===== config.mk =====
export PLATFORM = sky130hd
export DESIGN_NAME = i2c_ns_ovr
export DESIGN_NICKNAME = d
export VERILOG_FILES = /design/src/rtl/ovr_pkg.sv /design/src/rtl/ovr_rx_track.sv /design/src/rtl/ovr_tx_track.sv /design/src/rtl/ovr_flag_unit.sv /design/src/rtl/i2c_ns_ovr.sv
export SDC_FILE = /design/constraint.sdc
export NUM_CORES = 1
export LEC_CHECK = 0
export ABC_CLOCK_PERIOD_IN_PS = 1200
export CAP_MARGIN = 20
export CORE_MARGIN = 10
export CORE_UTILIZATION = 37
export DETAILED_ROUTE_END_ITERATION = 8
export GPL_TIMING_DRIVEN = 0
export PLACE_DENSITY_LB_ADDON = 0.12
export SETUP_SLACK_MARGIN = 0.1
export SYNTH_ARGS = -nofsm -noshare
export SYNTH_HDL_FRONTEND = slang
export SYNTH_HIERARCHICAL = 1
export SYNTH_SLANG_ARGS = --single-unit
export TNS_END_PERCENT = 10

===== constraint.sdc =====
create_clock -name clk -period 1.2 [get_ports clk]
set_input_delay 0.24 -clock clk [delete_from_list [all_inputs] [get_ports clk]]
set_output_delay 0.24 -clock clk [all_outputs]
set_load 0.005 [all_outputs]

===== src/rtl/ovr_pkg.sv =====
package ovr_pkg;

    typedef enum logic [0:0] {
        SRC_REG  = 1'b0,
        SRC_FILL = 1'b1
    } tx_src_e;

    typedef struct packed {
        tx_src_e src;
        logic    err;
    } tx_dec_t;

    // Decide where the next transmitted byte comes from and whether software was late.
    function automatic tx_dec_t tx_decide(input logic active, input logic empty,
                                          input logic first, input logic stop);
        tx_dec_t d;
        d.src = SRC_REG;
        d.err = 1'b0;
        if (active) begin
            if (first && stop) begin
                d.err = 1'b1;
                d.src = empty ? SRC_FILL : SRC_REG;
            end else if (empty) begin
                d.err = 1'b1;
                d.src = SRC_FILL;
            end
        end
        return d;
    endfunction

endpackage


===== src/rtl/ovr_rx_track.sv =====
module ovr_rx_track #(
    parameter int DW = 8
) (
    input  logic          clk,
    input  logic          rst,
    input  logic          active,
    input  logic          rx_valid,
    input  logic [DW-1:0] rx_byte,
    input  logic          sw_rd,
    output logic [DW-1:0] rx_data,
    output logic          rx_full,
    output logic          overrun
);
    logic still_full;
    logic store;

    always_comb begin
        still_full = rx_full && !sw_rd;
        overrun    = active && rx_valid && still_full;
        store      = rx_valid && !overrun;
    end

    always_ff @(posedge clk) begin
        if (rst) begin
            rx_data <= '0;
            rx_full <= 1'b0;
        end else begin
            if (store) begin
                rx_data <= rx_byte;
                rx_full <= 1'b1;
            end else if (sw_rd) begin
                rx_full <= 1'b0;
            end
        end
    end

    AST_RX_KEEP_OLD: assert property (@(posedge clk) disable iff (rst)
        (active && rx_valid && rx_full && !sw_rd) |=> $stable(rx_data));

    AST_RX_FULL_SET: assert property (@(posedge clk) disable iff (rst)
        rx_valid |=> rx_full);
endmodule


===== src/rtl/ovr_tx_track.sv =====
module ovr_tx_track
    import ovr_pkg::*;
#(
    parameter int DW = 8
) (
    input  logic          clk,
    input  logic          rst,
    input  logic          active,
    input  logic          sw_wr,
    input  logic [DW-1:0] sw_wdata,
    input  logic          tx_req,
    input  logic          tx_first,
    input  logic          stop_seen,
    output logic [DW-1:0] tx_byte,
    output logic          tx_empty,
    output logic          underrun
);
    localparam logic [DW-1:0] FILL = {DW{1'b1}};

    logic [DW-1:0] tx_reg;
    tx_dec_t       dec;

    always_comb begin
        dec      = tx_decide(active, tx_empty, tx_first, stop_seen);
        tx_byte  = (dec.src == SRC_FILL) ? FILL : tx_reg;
        underrun = tx_req && dec.err;
    end

    always_ff @(posedge clk) begin
        if (rst) begin
            tx_reg   <= '0;
            tx_empty <= 1'b1;
        end else begin
            if (sw_wr) begin
                tx_reg   <= sw_wdata;
                tx_empty <= 1'b0;
            end else if (tx_req) begin
                tx_empty <= 1'b1;
            end
        end
    end

    AST_TX_EMPTY_AFTER_LOAD: assert property (@(posedge clk) disable iff (rst)
        (tx_req && !sw_wr) |=> tx_empty);

    AST_TX_WRITE_FILLS: assert property (@(posedge clk) disable iff (rst)
        sw_wr |=> !tx_empty);
endmodule


===== src/rtl/ovr_flag_unit.sv =====
module ovr_flag_unit (
    input  logic clk,
    input  logic rst,
    input  logic set_rx,
    input  logic set_tx,
    input  logic clr,
    input  logic ie,
    output logic flag,
    output logic irq
);
    always_ff @(posedge clk) begin
        if (rst) begin
            flag <= 1'b0;
        end else if (set_rx || set_tx) begin
            flag <= 1'b1;
        end else if (clr) begin
            flag <= 1'b0;
        end
    end

    always_comb irq = flag && ie;

    AST_FLAG_STICKY: assert property (@(posedge clk) disable iff (rst)
        (flag && !clr) |=> flag);

    AST_IRQ_NEEDS_FLAG: assert property (@(posedge clk) disable iff (rst)
        irq |-> flag);
endmodule


===== src/rtl/i2c_ns_ovr.sv =====
module i2c_ns_ovr #(
    parameter int DW = 8
) (
    input  logic          clk,
    input  logic          rst,
    input  logic          is_slave,
    input  logic          cfg_nostretch,
    input  logic          cfg_err_ie,
    input  logic          rx_valid,
    input  logic [DW-1:0] rx_byte,
    input  logic          sw_rd,
    output logic [DW-1:0] rx_data,
    output logic          rx_full,
    output logic          rx_nack,
    input  logic          sw_wr,
    input  logic [DW-1:0] sw_wdata,
    input  logic          tx_req,
    input  logic          tx_first,
    input  logic          stop_seen,
    output logic [DW-1:0] tx_byte,
    output logic          tx_empty,
    input  logic          ovr_clr,
    output logic          ovr_flag,
    output logic          irq
);
    logic active;
    logic rx_err;
    logic tx_err;

    always_comb active = is_slave && cfg_nostretch;

    ovr_rx_track #(.DW(DW)) u_rx (
        .clk(clk), .rst(rst), .active(active),
        .rx_valid(rx_valid), .rx_byte(rx_byte), .sw_rd(sw_rd),
        .rx_data(rx_data), .rx_full(rx_full), .overrun(rx_err)
    );

    ovr_tx_track #(.DW(DW)) u_tx (
        .clk(clk), .rst(rst), .active(active),
        .sw_wr(sw_wr), .sw_wdata(sw_wdata),
        .tx_req(tx_req), .tx_first(tx_first), .stop_seen(stop_seen),
        .tx_byte(tx_byte), .tx_empty(tx_empty), .underrun(tx_err)
    );

    ovr_flag_unit u_flag (
        .clk(clk), .rst(rst), .set_rx(rx_err), .set_tx(tx_err),
        .clr(ovr_clr), .ie(cfg_err_ie), .flag(ovr_flag), .irq(irq)
    );

    always_comb rx_nack = rx_err;

    AST_NACK_FLAGS: assert property (@(posedge clk) disable iff (rst)
        rx_nack |=> ovr_flag);

    AST_QUIET_WHEN_OFF: assert property (@(posedge clk) disable iff (rst)
        (!active && !ovr_flag) |=> !ovr_flag);
endmodule


==> results of run 1 <==
cell families (layout without fill, tap and decap cells):
kind of cell           Yosys count  after routing  share of synthesized area [%]
AND/OR/NAND/NOR                 44             44                          29.10
flip-flops                      19             19                          44.90
multiplexers                    16             16                          18.91
AO/OA/AOI/OAI                    4              4                          3.398
buffers and inverters            4             60                          3.692
routing by layer:
layer	GRT usage (%)	wire length, microns	vias to the layer above
li1	-	-	393
met1	10.79	974	355
met5	0	0	-
met4	3.769	10	0
met2	17.37	1171	25
met3	3.915	215	2
final timing paths:
path,from,to,slack (ps)
max,u_rx/rx_full$_SDFFE_PP0P_,rx_nack,-80
min,sw_wr,u_tx/tx_empty$_SDFFE_PP1P_,210
max reg2reg,u_rx/rx_full$_SDFFE_PP0P_,u_rx/rx_data[0]$_SDFFE_PP0P_,60
min reg2reg,u_rx/rx_data[1]$_SDFFE_PP0P_,u_rx/rx_data[1]$_SDFFE_PP0P_,480
layout by cell type, fill, tap and decap left out, types with 2 or more instances in the layout:
master	netlist	layout
buf_2	1	7
clkdlybuf4s50_1	0	21
buf_6	2	7
dfxtp_1	19	9
mux2i_1	16	16
clkbuf_4	0	3
nor2_1	13	12
nand2b_4	0	2
dlygate4sd2_1	0	7
and2_4	0	2
buf_4	0	4
dfxtp_2	0	9
clkbuf_2	0	9
nand2b_1	25	23
power groups by stage:
| stage | Clock [mW] | Sequential, mW | Combinational (mW) |
|---|---|---|---|
| final | 0.302 | 0.691 | 0.319 |
| after global routing | 0.348 | 0.696 | 0.349 |
| after CTS | 0.320 | 0.691 | 0.309 |
| after detailed placement | 0 | 0.703 | 0.327 |
| after global placement | 0 | 0.701 | 0.322 |
| after floorplan | 0 | 0.703 | 0.118 |
per-stage QoR:
stage	util, %	area (sq um)
final	64.65	1416
after CTS	63.85	1399
after floorplan	-	847.1
after global routing	64.65	1416
after global placement	61.74	1353
after detailed placement	61.74	1353
critical path, stage by stage (launching register included):
cell     delay [ps]
dfxtp_2         340
nor2b_4         140
and3_4          190
buf_6            90
layout make-up:
type / instances / share of cell area, %
Buffer: 4 / 2.297
Clock buffer: 4 / 1.855
Timing Repair Buffer: 52 / 30.92
Sequential cell: 19 / 27.92
Multi-Input combinational cell: 64 / 34.54
Tap cell: 28 / 2.473
what timing repair did:
item,in CTS,in global routing
setup buffers,4,1
pin swaps,4,5
hold buffers,0,0
gates resized for setup,84,17
endpoints found under the setup margin,30,30
==> summary.md, run 1 <==
| Metric | Value |
|---|---|
| Die Ht | `67.85 microns` |
| # fillers | `193` |
| Register Area | `395.4 sq um` |
| Root Driver | `clkbuf_4` |
| CTS tree | `yes` |
| Syn_nets | `115` |
| Vias after detailed routing | `775` |
| Cells after synthesis | `87` |
| Syn_area_per_cell | `9.736 sq um` |
| CTS Buffer Depth | `2` |
| Share of cells above drive strength 1 | `34.97%` |
| WP data arrival | `1040 ps` |
| Chip width | `67.85 microns` |
| Setup slack at placement | `-812.8 ps` |
| Hold depth | `2` |
| Clock skew | `4.010 ps` |
| Core area | `2191 sq um` |
| Hold Vio Cnt, Final | `0` |
| Status | `complete, but fails checks` |
| Yosys top cell area share | `44.90%` |
| MaxCap Viol Count | `0` |
| P&R area growth vs syn | `67.21%` |
| Clock power share | `23.0%` |
| Total CTS buffers | `3` |
| Seq pwr share | `52.7%` |
| # nets final | `172` |
| Num ports | `49` |
| Die footprint | `4603 sq um` |
| ANT cells | `0` |
| Most common library cells after synthesis | `nand2b_1 (25), dfxtp_1 (19), mux2i_1 (16)` |
| Antenna Nets Post-Route | `0` |
| Worst Tran Pin Value | `320.1 ps` |
| Post-synth ARST share | `0%` |
| Final worst slack | `-77.79 ps` |
| Ranking of synthesized cells by area | `dfxtp_1 (45%), mux2i_1 (19%), nand2b_1 (18%)` |
| Htree depth | `1` |
| DRT iter0 DRCs | `16` |
| Slew headroom | `78.66%` |
| Largest net degree at the start of global routing | `11` |
| Final Cycle Share | `106.5%` |
| VDD IR max | `0.7603 mV` |
| Failing checks | `setup timing` |
| Hold Crit Class | `input pin to flop` |
| Worst Path Required | `960 ps` |
| Vias per cell | `4.532` |
| RePlAce Congestion | `0.7389` |
| P_sw | `0.3099 mW` |
| Most common cell in the netlist | `nand2b_1` |
| Seq cells post-synth | `19` |
| Synth Warn # | `6` |
| First-pass GRT wire length | `3.650 mm` |
| Pwr Total | `1.312 mW` |
| Antenna violations before repair | `0` |
| Minimum clock period | `1278 ps` |
| Inst Count DP | `162` |
| Slew Viols, Final | `0` |
| Rows | `17` |
| Port bufs | `47` |
| Leak | `0.6595 nW` |
| Combinational power share | `24.3%` |
| Setup violators final | `9` |
| Synth cell types | `14` |
| FF-to-FF path depth | `5` |
| GR Util All Layers | `10.01%` |
| Sw Share | `23.63%` |
| Register area share after synthesis | `44.90%` |
| Detailed placement HPWL | `1.821 mm` |
| Unrepaired setup endpoints after global routing | `yes` |
| Crit Path Class | `flop to output port` |
| Highest net fanout along the worst path | `2` |
| P_int | `1.002 mW` |
| Sum of negative setup slack | `-574.7 ps` |
| Final Instance Count excl. Fillers | `171` |
| Mapped cell area | `847.1 sq um` |
| Biggest area consumer among synthesized cells | `dfxtp_1` |
| Initial cell density of the core | `38.66%` |
| Clock slew at reported path FFs | `100 ps` |
| Setup crit start kind | `flop` |
| Drc violations | `0` |
| Prevailing post-synth register cell | `dfxtp_1` |
| Total grt overflow | `0` |
| Vias in the first global route | `816` |
| Number of synthesized flops with an enable pin | `0` |
| Worst-skew pair later-pin latency | `280 ps` |
| Drt total wl | `2.372 mm` |
| Power Dens Cells | `926.0 nW/um^2` |
| Hold Slack | `210.0 ps` |
| Average wire per standard cell | `13.87 microns` |
| Clock Sinks | `19` |
| DR pass1 iterations | `2` |
| Fmax | `782.6 MHz` |
| Critical Path End Type | `output port` |
| Multi-input logic area | `489.2 sq um` |
(Power assumes the default switching activity.)
==> inputs of run 2 (changes only) <==
--- a/config.mk
+++ b/config.mk
@@ -5,10 +5,11 @@
 export SDC_FILE = /design/constraint.sdc
 export NUM_CORES = 1
 export LEC_CHECK = 0
+export ABC_AREA = 1
 export ABC_CLOCK_PERIOD_IN_PS = 1200
 export CAP_MARGIN = 20
 export CORE_MARGIN = 10
-export CORE_UTILIZATION = 37
+export CORE_UTILIZATION = 39
 export DETAILED_ROUTE_END_ITERATION = 8
 export GPL_TIMING_DRIVEN = 0
 export PLACE_DENSITY_LB_ADDON = 0.12
==> run 2 against run 1 <==
The run still ends with setup timing left. Die area grew 5.3%. Clock-buffer cell count unchanged. Total power up 7.0%. Global-route usage is 0.70 points higher. Synthesized area is 13% higher. Cell area increased by 12%. Register-to-register slack got worse by 20 ps. Utilization is 5.1 points higher. Sequential share of layout area shrank 2.9 points. Critical path depth rose by 3. Non-clock buffer count grew 2. Clock power increased by 4%. Highest routed layer unchanged.
==> summary.md, run 2 <==
| Metric | Value |
|---|---|
| Status | `complete, but fails checks` |
| Failing checks | `setup timing` |
| Antenna Nets Post-Route | `0` |
| Total CTS buffers | `3` |
| Syn_nets | `173` |
| Setup violators final | `9` |
| Critical Path End Type | `output port` |
| Clock skew | `0.6237 ps` |
| Post-synth ARST share | `0%` |
| Crit-path cells | `inv_2, nor2_8, nand2_4, buf_8, inv_4, buf_6` |
| Hold Vio Cnt, Final | `0` |
| CTS Buffer Depth | `2` |
| Biggest area consumer among synthesized cells | `dfxtp_1` |
| Drt total wl | `2.788 mm` |
| Setup crit start kind | `flop` |
| Worst-skew pair later-pin latency | `280 ps` |
| Vias in the first global route | `981` |
| Chip width | `69.64 microns` |
| Placed inst area | `1456 sq um` |
| Slew headroom | `81.94%` |
| Die footprint | `4849 sq um` |
| # fillers | `197` |
| Final Cell Area | `1587 sq um` |
| Vias after detailed routing | `1036` |
| Synth cell types | `17` |
| Slew Viols, Final | `0` |
| GR Util All Layers | `10.71%` |
| Fmax | `755.2 MHz` |
| # nets final | `231` |
| Final worst slack | `-124.1 ps` |
| Worst Path Required | `960 ps` |
| First-pass GRT wire length | `4.519 mm` |
| Min-delay src | `sw_wr` |
| Prevailing post-synth register cell | `dfxtp_1` |
| Detailed placement HPWL | `2.075 mm` |
| RePlAce Congestion | `0.7647` |
| Power Dens Cells | `884.5 nW/um^2` |
| Final Cycle Share | `110.3%` |
| FF-to-FF path depth | `7` |
| Syn_area_per_cell | `6.627 sq um` |
| Most common cell in the netlist | `nand2_1` |
| Minimum clock period | `1324 ps` |
| Largest net degree at the start of global routing | `11` |
| Highest net fanout along the worst path | `2` |
| Slowest cell on the critical path | `dfxtp_2` |
| Initial cell density of the core | `42.22%` |
| ANT cells | `0` |
| Share of cells above drive strength 1 | `35.15%` |
| Num ports | `49` |
| Worst r2r src | `u_rx/rx_full$_SDFFE_PP0P_` |
| Root Driver | `clkbuf_4` |
| Core area | `2276 sq um` |
| DR pass1 iterations | `4` |
| Antenna violations before repair | `0` |
| Clock Sinks | `19` |
| Hold depth | `4` |
| Drc violations | `0` |
| DRT iter0 DRCs | `18` |
| Number of synthesized flops with an enable pin | `0` |
| Average wire per standard cell | `12.12 microns` |
| Most common library cells after synthesis | `nand2_1 (36), inv_1 (30), nor2_1 (26)` |
| Synth Warn # | `6` |
| Seq cells post-synth | `19` |
| WP data arrival | `1080 ps` |
| Yosys top cell area share | `39.58%` |
| P&R area growth vs syn | `65.10%` |
| Clock slew at reported path FFs | `100 ps` |
| Worst Tran Pin Value | `270.9 ps` |
| Inst Count DP | `219` |
| Critical Path Start | `u_rx/rx_full$_SDFFE_PP0P_` |
| MaxCap Viol Count | `0` |
| Total grt overflow | `0` |
| Final Instance Count excl. Fillers | `230` |
| Most frequent cells in the layout | `nand2_1 (27), inv_1 (27), nor2_1 (25), clkdlybuf4s50_1 (22), dfxtp_2 (10)` |
| Mapped cell area | `960.9 sq um` |
| Crit Path Class | `flop to output port` |
| Cells after synthesis | `145` |
| VDD IR max | `0.8974 mV` |
| CP peak stage delay | `340 ps` |
| CTS tree | `yes` |
| Hold Slack | `227.1 ps` |
| Leak | `0.8570 nW` |
| Port bufs | `46` |
| Register area share after synthesis | `39.58%` |
| Vias per cell | `4.504` |
| Hold Crit Class | `input pin to flop` |
| Ranking of synthesized cells by area | `dfxtp_1 (40%), nand2_1 (14%), inv_1 (12%)` |
| Die Ht | `69.64 microns` |
| Htree depth | `1` |
| Unrepaired setup endpoints after global routing | `yes` |
| Rows | `17` |
[run 2: path summary, 6_finish.rpt]
| kind | to | slack [ps] |
|---|---|---|
| max | rx_nack | -120 |
| min reg2reg | u_tx/tx_reg[5]$_SDFFE_PP0P_ | 480 |
| min | u_tx/tx_reg[7]$_SDFFE_PP0P_ | 230 |
| max reg2reg | u_rx/rx_data[1]$_SDFFE_PP0P_ | 40 |
[run 2: critical path: cells and delay by family (launching register included)]
family / cells / cell delay [ps]
buf+inv: 4 / 290
flops: 1 / 340
simple gates: 2 / 160
[run 2: layout make-up]
cell class / instances / area, sq um / area share (%)
buffer: 5 / 57.56 / 3.628
clock buffer: 4 / 26.28 / 1.656
inverter: 33 / 128.9 / 8.123
multi-input combinational: 88 / 466.7 / 29.42
sequential: 19 / 396.6 / 25.00
tap: 28 / 35.03 / 2.208
timing repair buffer: 53 / 475.5 / 29.97
[run 2: per-stage QoR]
stage	setup TNS [ps]	worst slack [ps]	util, %	power [mW]
floorplan	0	173.8	-	0.8641
global placement	-9638	-825.7	63.99	1.073
detailed placement	-10270	-840.6	63.99	1.083
CTS	-892.1	-133.1	68.72	1.394
global route	-1245	-185.0	69.71	1.477
finish	-694.6	-124.1	69.71	1.403
[run 2: report_power, final]
part           switching (mW)  internal, mW  total [mW]
combinational           0.169         0.218       0.387
clock                   0.185         0.129       0.314
sequential             0.0240         0.678       0.702
total                   0.378          1.03        1.40
[run 2: routing by layer]
layer  wire length, microns  global-route usage (%)  vias to the layer above
li1                       -                       -                      535
met3                    194                   3.709                        2
met4                      9                   2.609                        0
met5                      0                       0                        -
met1                   1194                   12.10                      463
met2                   1390                   18.65                       36
[run 2: kinds of logic (layout without fill, tap and decap cells)]
logic type      after synthesis  after routing  synth area share [%]
compound gates               11             11                 5.729
buf+inv                      38             95                 18.75
flops                        19             19                 39.58
simple gates                 77             77                 35.94
[run 2: what timing repair did]
item	CTS	global route
cloned	0	0
hold buffers	0	0
buffers inserted	7	0
resized for setup	93	17
pin swaps	9	3
endpoints found under the setup margin	30	26
